## src/rtl/bsp_pkg.sv

```systemverilog
package bsp_pkg;

    localparam int unsigned BSP_DW     = 8;
    localparam int unsigned BSP_SEL_W  = $clog2(BSP_DW);
    localparam int unsigned OUT_EN_BIT = 6;
    localparam int unsigned IN_EN_BIT  = 4;

    typedef logic [BSP_DW-1:0] bsp_data_t;

    // sampled levels of the four active-low pulses
    typedef struct packed {
        logic rd_n;
        logic wr_n;
        logic stb_n;
        logic ack_n;
    } hs_lvl_t;

    // detected transitions of those pulses
    typedef struct packed {
        logic rd_rise;
        logic rd_fall;
        logic wr_rise;
        logic wr_fall;
        logic stb_rise;
        logic ack_rise;
    } hs_edge_t;

    // value seen by the input latch: own drive wins while enabled
    function automatic bsp_data_t bus_view(input logic oe,
                                           input bsp_data_t drv,
                                           input bsp_data_t pin);
        return oe ? drv : pin;
    endfunction

endpackage

```

## src/rtl/bsp_edge_det.sv

```systemverilog
module bsp_edge_det
    import bsp_pkg::*;
(
    input  logic     clk,
    input  logic     rst,
    input  hs_lvl_t  lvl,
    output hs_edge_t ev
);

    hs_lvl_t prev;

    always_ff @(posedge clk) begin
        if (rst) prev <= '1;
        else     prev <= lvl;
    end

    always_comb begin
        ev.rd_rise  = ~prev.rd_n  &  lvl.rd_n;
        ev.rd_fall  =  prev.rd_n  & ~lvl.rd_n;
        ev.wr_rise  = ~prev.wr_n  &  lvl.wr_n;
        ev.wr_fall  =  prev.wr_n  & ~lvl.wr_n;
        ev.stb_rise = ~prev.stb_n &  lvl.stb_n;
        ev.ack_rise = ~prev.ack_n &  lvl.ack_n;
    end

endmodule

```

## src/rtl/bsp_in_path.sv

```systemverilog
module bsp_in_path
    import bsp_pkg::*;
(
    input  logic      clk,
    input  logic      rst,
    input  logic      clr,
    input  logic      stb_n,
    input  hs_edge_t  ev,
    input  bsp_data_t bus_val,
    output bsp_data_t in_latch,
    output logic      ibf,
    output logic      in_pend
);

    always_ff @(posedge clk) begin
        if (rst) in_latch <= '0;
        else if (!stb_n) in_latch <= bus_val;
    end

    always_ff @(posedge clk) begin
        if (rst || clr) begin
            ibf     <= 1'b0;
            in_pend <= 1'b0;
        end else begin
            if (!stb_n)          ibf <= 1'b1;
            else if (ev.rd_rise) ibf <= 1'b0;
            if (ev.rd_fall)       in_pend <= 1'b0;
            else if (ev.stb_rise) in_pend <= 1'b1;
        end
    end

    assert_ibf_set_R3: assert property (@(posedge clk) disable iff (rst)
        (!stb_n && !clr) |=> ibf);
    assert_ibf_clr_R4: assert property (@(posedge clk) disable iff (rst)
        (ev.rd_rise && stb_n) |=> !ibf);
    assert_in_disarm_R7: assert property (@(posedge clk) disable iff (rst)
        ev.rd_fall |=> !in_pend);

endmodule

```

## src/rtl/bsp_out_path.sv

```systemverilog
module bsp_out_path
    import bsp_pkg::*;
(
    input  logic      clk,
    input  logic      rst,
    input  logic      clr,
    input  logic      wr_n,
    input  logic      ack_n,
    input  hs_edge_t  ev,
    input  bsp_data_t wdata,
    output bsp_data_t out_latch,
    output logic      obf,
    output logic      out_pend
);

    always_ff @(posedge clk) begin
        if (rst) out_latch <= '0;
        else if (!wr_n) out_latch <= wdata;
    end

    always_ff @(posedge clk) begin
        if (rst || clr) begin
            obf      <= 1'b0;
            out_pend <= 1'b0;
        end else begin
            if (ev.wr_rise)  obf <= 1'b1;
            else if (!ack_n) obf <= 1'b0;
            if (ev.wr_fall)       out_pend <= 1'b0;
            else if (ev.ack_rise) out_pend <= 1'b1;
        end
    end

    assert_obf_set_R5: assert property (@(posedge clk) disable iff (rst)
        (ev.wr_rise && !clr) |=> obf);
    assert_obf_clr_R6: assert property (@(posedge clk) disable iff (rst)
        (!ack_n && !ev.wr_rise) |=> !obf);
    assert_out_disarm_R8: assert property (@(posedge clk) disable iff (rst)
        ev.wr_fall |=> !out_pend);

endmodule

```

## src/rtl/bsp_irq_ctl.sv

```systemverilog
module bsp_irq_ctl
    import bsp_pkg::*;
(
    input  logic                 clk,
    input  logic                 rst,
    input  logic                 mode_wr,
    input  logic                 ctl_we,
    input  logic [BSP_SEL_W-1:0] ctl_bit,
    input  logic                 ctl_val,
    input  logic                 in_pend,
    input  logic                 ibf,
    input  logic                 stb_n,
    input  logic                 out_pend,
    input  logic                 obf,
    input  logic                 ack_n,
    output logic                 intr
);

    logic inte_out;
    logic inte_in;
    logic in_term;
    logic out_term;

    always_ff @(posedge clk) begin
        if (rst || mode_wr) begin
            inte_out <= 1'b0;
            inte_in  <= 1'b0;
        end else if (ctl_we) begin
            if (ctl_bit == BSP_SEL_W'(OUT_EN_BIT)) inte_out <= ctl_val;
            if (ctl_bit == BSP_SEL_W'(IN_EN_BIT))  inte_in  <= ctl_val;
        end
    end

    always_comb begin
        in_term  = inte_in  & in_pend  & ibf  & stb_n;
        out_term = inte_out & out_pend & ~obf & ack_n;
        intr     = in_term | out_term;
    end

    assert_mode_clear_R11: assert property (@(posedge clk) disable iff (rst)
        mode_wr |=> (!inte_out && !inte_in));
    assert_en_off_R9: assert property (@(posedge clk) disable iff (rst)
        (ctl_we && !ctl_val && ctl_bit == BSP_SEL_W'(OUT_EN_BIT) && !mode_wr)
        |=> !inte_out);

endmodule

```

## src/rtl/bsp_port.sv

```systemverilog
module bsp_port
    import bsp_pkg::*;
(
    input  logic                 clk,
    input  logic                 rst,
    input  logic                 host_rd_n,
    input  logic                 host_wr_n,
    input  logic [BSP_DW-1:0]    host_wdata,
    output logic [BSP_DW-1:0]    host_rdata,
    input  logic                 stb_n,
    input  logic                 ack_n,
    output logic                 ibf,
    output logic                 obf_n,
    output logic                 intr,
    input  logic [BSP_DW-1:0]    pad_in,
    output logic [BSP_DW-1:0]    pad_out,
    output logic                 pad_oe,
    input  logic                 ctl_we,
    input  logic [BSP_SEL_W-1:0] ctl_bit,
    input  logic                 ctl_val,
    input  logic                 mode_wr
);

    hs_lvl_t   lvl;
    hs_edge_t  ev;
    bsp_data_t in_latch;
    bsp_data_t out_latch;
    bsp_data_t bus_val;
    logic      ibf_q;
    logic      obf_q;
    logic      in_pend;
    logic      out_pend;

    always_comb begin
        lvl.rd_n  = host_rd_n;
        lvl.wr_n  = host_wr_n;
        lvl.stb_n = stb_n;
        lvl.ack_n = ack_n;
        pad_oe    = ~ack_n;
        bus_val   = bus_view(pad_oe, out_latch, pad_in);
    end

    bsp_edge_det u_edge (
        .clk (clk),
        .rst (rst),
        .lvl (lvl),
        .ev  (ev)
    );

    bsp_in_path u_in (
        .clk      (clk),
        .rst      (rst),
        .clr      (mode_wr),
        .stb_n    (stb_n),
        .ev       (ev),
        .bus_val  (bus_val),
        .in_latch (in_latch),
        .ibf      (ibf_q),
        .in_pend  (in_pend)
    );

    bsp_out_path u_out (
        .clk       (clk),
        .rst       (rst),
        .clr       (mode_wr),
        .wr_n      (host_wr_n),
        .ack_n     (ack_n),
        .ev        (ev),
        .wdata     (host_wdata),
        .out_latch (out_latch),
        .obf       (obf_q),
        .out_pend  (out_pend)
    );

    bsp_irq_ctl u_irq (
        .clk      (clk),
        .rst      (rst),
        .mode_wr  (mode_wr),
        .ctl_we   (ctl_we),
        .ctl_bit  (ctl_bit),
        .ctl_val  (ctl_val),
        .in_pend  (in_pend),
        .ibf      (ibf_q),
        .stb_n    (stb_n),
        .out_pend (out_pend),
        .obf      (obf_q),
        .ack_n    (ack_n),
        .intr     (intr)
    );

    assign host_rdata = in_latch;
    assign pad_out    = out_latch;
    assign ibf        = ibf_q;
    assign obf_n      = ~obf_q;

    assert_collide_R10: assert property (@(posedge clk) disable iff (rst)
        (!stb_n && !ack_n) |=> (host_rdata == $past(pad_out)));
    assert_quiet_R2: assert property (@(posedge clk) disable iff (rst)
        (!stb_n && !ack_n) |-> !intr);

endmodule

```

## config.mk

```make
export PLATFORM = sky130hd
export DESIGN_NAME = bsp_port
export DESIGN_NICKNAME = d
export VERILOG_FILES = /design/src/rtl/bsp_pkg.sv /design/src/rtl/bsp_edge_det.sv /design/src/rtl/bsp_in_path.sv /design/src/rtl/bsp_out_path.sv /design/src/rtl/bsp_irq_ctl.sv /design/src/rtl/bsp_port.sv
export SDC_FILE = /design/constraint.sdc
export NUM_CORES = 1
export LEC_CHECK = 0
export BUFFER_PORTS_ARGS = -buffer_cell sky130_fd_sc_hd__buf_2
export CAP_MARGIN = 0
export CORE_ASPECT_RATIO = 0.9
export CORE_MARGIN = 4
export CORE_UTILIZATION = 48
export DETAILED_ROUTE_END_ITERATION = 10
export PLACE_DENSITY = 0.82
export SLEW_MARGIN = 20
export SYNTH_ARGS = -nofsm -noshare
export SYNTH_HDL_FRONTEND = slang
export SYNTH_SLANG_ARGS = --single-unit
```

## constraint.sdc

```tcl
create_clock -name clk -period 1.9 [get_ports clk]
set_clock_uncertainty 0.1 [all_clocks]
set_input_delay 0.19 -clock clk [delete_from_list [all_inputs] [get_ports clk]]
set_output_delay 0.19 -clock clk [all_outputs]
set_load 0.05 [all_outputs]
```

==> flow_summary_export.csv <==
group,metric,value,unit
floorplanning,num_rows,15,
setup_path,crit_type,"flop to output pin",
routing,via_per_inst,4.74,
final_layout,drive_above_1_share,35.2,%
synthesis,synth_flop_cell,"dfxtp_1",
clocking,ctsResizeCount,0,
floorplanning,core,1990,um2
setup_path,reg2reg_slack,0.97,ns
floorplanning,ios,48,
clocking,htree_levels,1,
clocking,clk_pin_slew,0.14,ns
floorplanning,dieArea,2980,um2
synthesis,avgSynthCellArea,9.46,um2
clocking,clk_latency,0.32,ns
routing,vias,887,
setup_path,worstSetupEndpointType,"output pin",
synthesis,yosysMostFrequentCell,"dfxtp_1",
synthesis,synth_area,1040,um2
place,hpwl,1710,um
floorplanning,die_y,52.2,um
synthesis,syn_nets,138,
routing,wl_per_cell,12.7,um
sta,relSlewSlack,79.0,%
clocking,cts-root-buf,"clkbuf_4",
place,port_buffers,47,
sta,rsz0062_at_grt,"no",
sta,fin_crit_sh,74.6,%
status,outcome,"completed",
setup_path,critPathLaunchType,"flop",
clocking,tritoncts,"built",
routing,drt_pre_antenna_iters,2,
routing,wl,2380,um
floorplanning,start_util,52.3,%
synthesis,ys_types,20,
synthesis,synth.top_cells.by_count,"dfxtp_1, mux2i_1, nand2_1, nor2_1",
routing,top_layer,"met4",
grt,grt_usage,17.4,%
setup_path,worstPathArrival,1.13,ns
final_layout,area_growth,35.0,%
synthesis,ys_seq_area_share,50.0,%
setup_path,critical_path.max_fanout,2,
sta,fin_ws,0.483,ns
clocking,cts_buffers,3,
floorplanning,die_w,57.1,um
synthesis,yosys.area.top_type_share,50.0,%
sta,fin_setup_tns,0,ns
sta,slew_violations,0,
synthesis,yosysTopAreaCell,"dfxtp_1",
clocking,cts_sinks,26,
clocking,post-cts-setup-buffers,0,
final_layout,final_nets,191,
sta,hold_viol_final,0,
routing,dr_wl_met3,173,um
grt,first_global_vias,889,
place,gp_congestion,0.710,
routing,wl_met2,1200,um
sta,max_freq,706,MHz
routing,ant_nets,0,
power,p_per_area,840,nW/um2
grt,grt_start_max_net_pins,22,
routing,post-route-drc-count,0,
place,place_ws,0.658,ns
synthesis,yosysWarnings,0,
clocking,clockBufferDepth,2,
final_layout,diodes,0,
grt,overflow,0,
routing,drt_iter0_drc,16,
synthesis,ys_async_sr_fraction,0,%
min_path,min_path_type,"input port to flop",
sta,min_period,1.42,ns
setup_path,crit_required,1.61,ns
synthesis,synth_edf_count,0,
power,report.power.total,1.18,mW
grt,grt_first_pass_wirelength,3880,um
grt,antenna_found_initial,0,
synthesis,synth_cells,110,
run,cap_violations,0,
synthesis,synthTopCellsByArea,"dfxtp_1, mux2i_1, and2b_1, nand2_1, nor2_1",
sta,setup_viol,0,
power,p_leak,0.719,nW
routing,wl_met1,963,um
power,vdd_ir_drop_max,1.04,mV
sta,worstMarginPinSlew,0.314,ns
synthesis,yosys_register_bits,26,
==> final timing paths <==
path,startpoint,end,cells after the start
setup / recovery,u_out.obf,intr,4
hold / removal,ctl_val,u_irq.inte_in,3
setup reg to reg,u_out.out_latch[7],u_in.in_latch[7],3
hold reg to reg,u_out.obf,u_out.obf,2
==> cell type report <==
type | instances | area (um2)
clock buffers | 3 | 22.5
multi-input cells | 72 | 467
well taps | 25 | 31.3
flip-flops and latches | 26 | 520
fillers | 177 | 584
repair buffers | 55 | 315
inverters | 5 | 18.8
clock inverters | 1 | 30.0
==> cells by family after synthesis <==
group                  after synthesis  share of synthesized area, %
multiplexers                        18                          17.3
flip-flops                          26                          50.0
AO/OA/AOI/OAI                       14                          6.97
AND/OR/NAND/NOR                     40                          20.6
buffers and inverters               12                          5.17
==> per-layer routing <==
metal | vias to the layer above | GRT usage [%]
met1 | 384 | 18.5
met4 | 0 | 6.56
met3 | 4 | 6.40
met2 | 31 | 31.6
li1 | 468 | -
met5 | - | 0
==> flip-flops by register name, summed over array words and instances (netlist names) <==
register	count
u_irq.inte_out	1
u_irq.inte_in	1
u_out.out_latch	8
u_out.out_pend	1
u_out.obf	1
u_edge.prev	4
u_in.ibf	1
u_in.in_pend	1
u_in.in_latch	8
==> through the flow <==
stage          utilization, %  cell area (um2)  std cells  hold slack, ns
6_report                 70.6             1410        187          0.0131
5_1_grt                  70.6             1410        187         0.00764
4_1_cts                  70.6             1410        187         0.00358
3_5_place_dp             64.0             1270        175           0.304
3_3_place_gp             64.0             1270        175           0.299
2_1_floorplan               -             1040        110           0.197
==> critical path, stage by stage (launching register included) <==
cell,delay [ns]
dfxtp_1,0.33
inv_1,0.06
nand4_1,0.08
nand2_1,0.07
buf_2,0.25
==> placed cells by master (no fill, tap or decap), types with 3 or more instances in the layout <==
cell           Yosys  final
mux2i_1           18     18
o21ai_0            4      4
or2_2              5      5
and2b_1            5      5
inv_1              5      5
o21ai_1            5      5
buf_2              1     47
clkbuf_4           0      3
nor2b_1            4      4
nand2_1           10     10
dfxtp_1           26     26
a21oi_1            4      4
nor2_1            10     10
dlygate4sd3_1      0      8
==> what timing repair did <==
| item | in CTS | in global routing |
|---|---|---|
| endpoints found under the hold margin | 8 | 0 |
| setup endpoints to repair | 0 | 0 |
| hold buffers | 8 | 0 |
==> report_power, final <==
part           internal, mW  switching, mW  total [mW]  leakage [nW]
Clock                 0.213          0.165       0.378        0.0279
Sequential            0.571         0.0142       0.585         0.214
Combinational        0.0808          0.136       0.217         0.477
Total                 0.865          0.315        1.18         0.719
(Power assumes the default switching activity.)
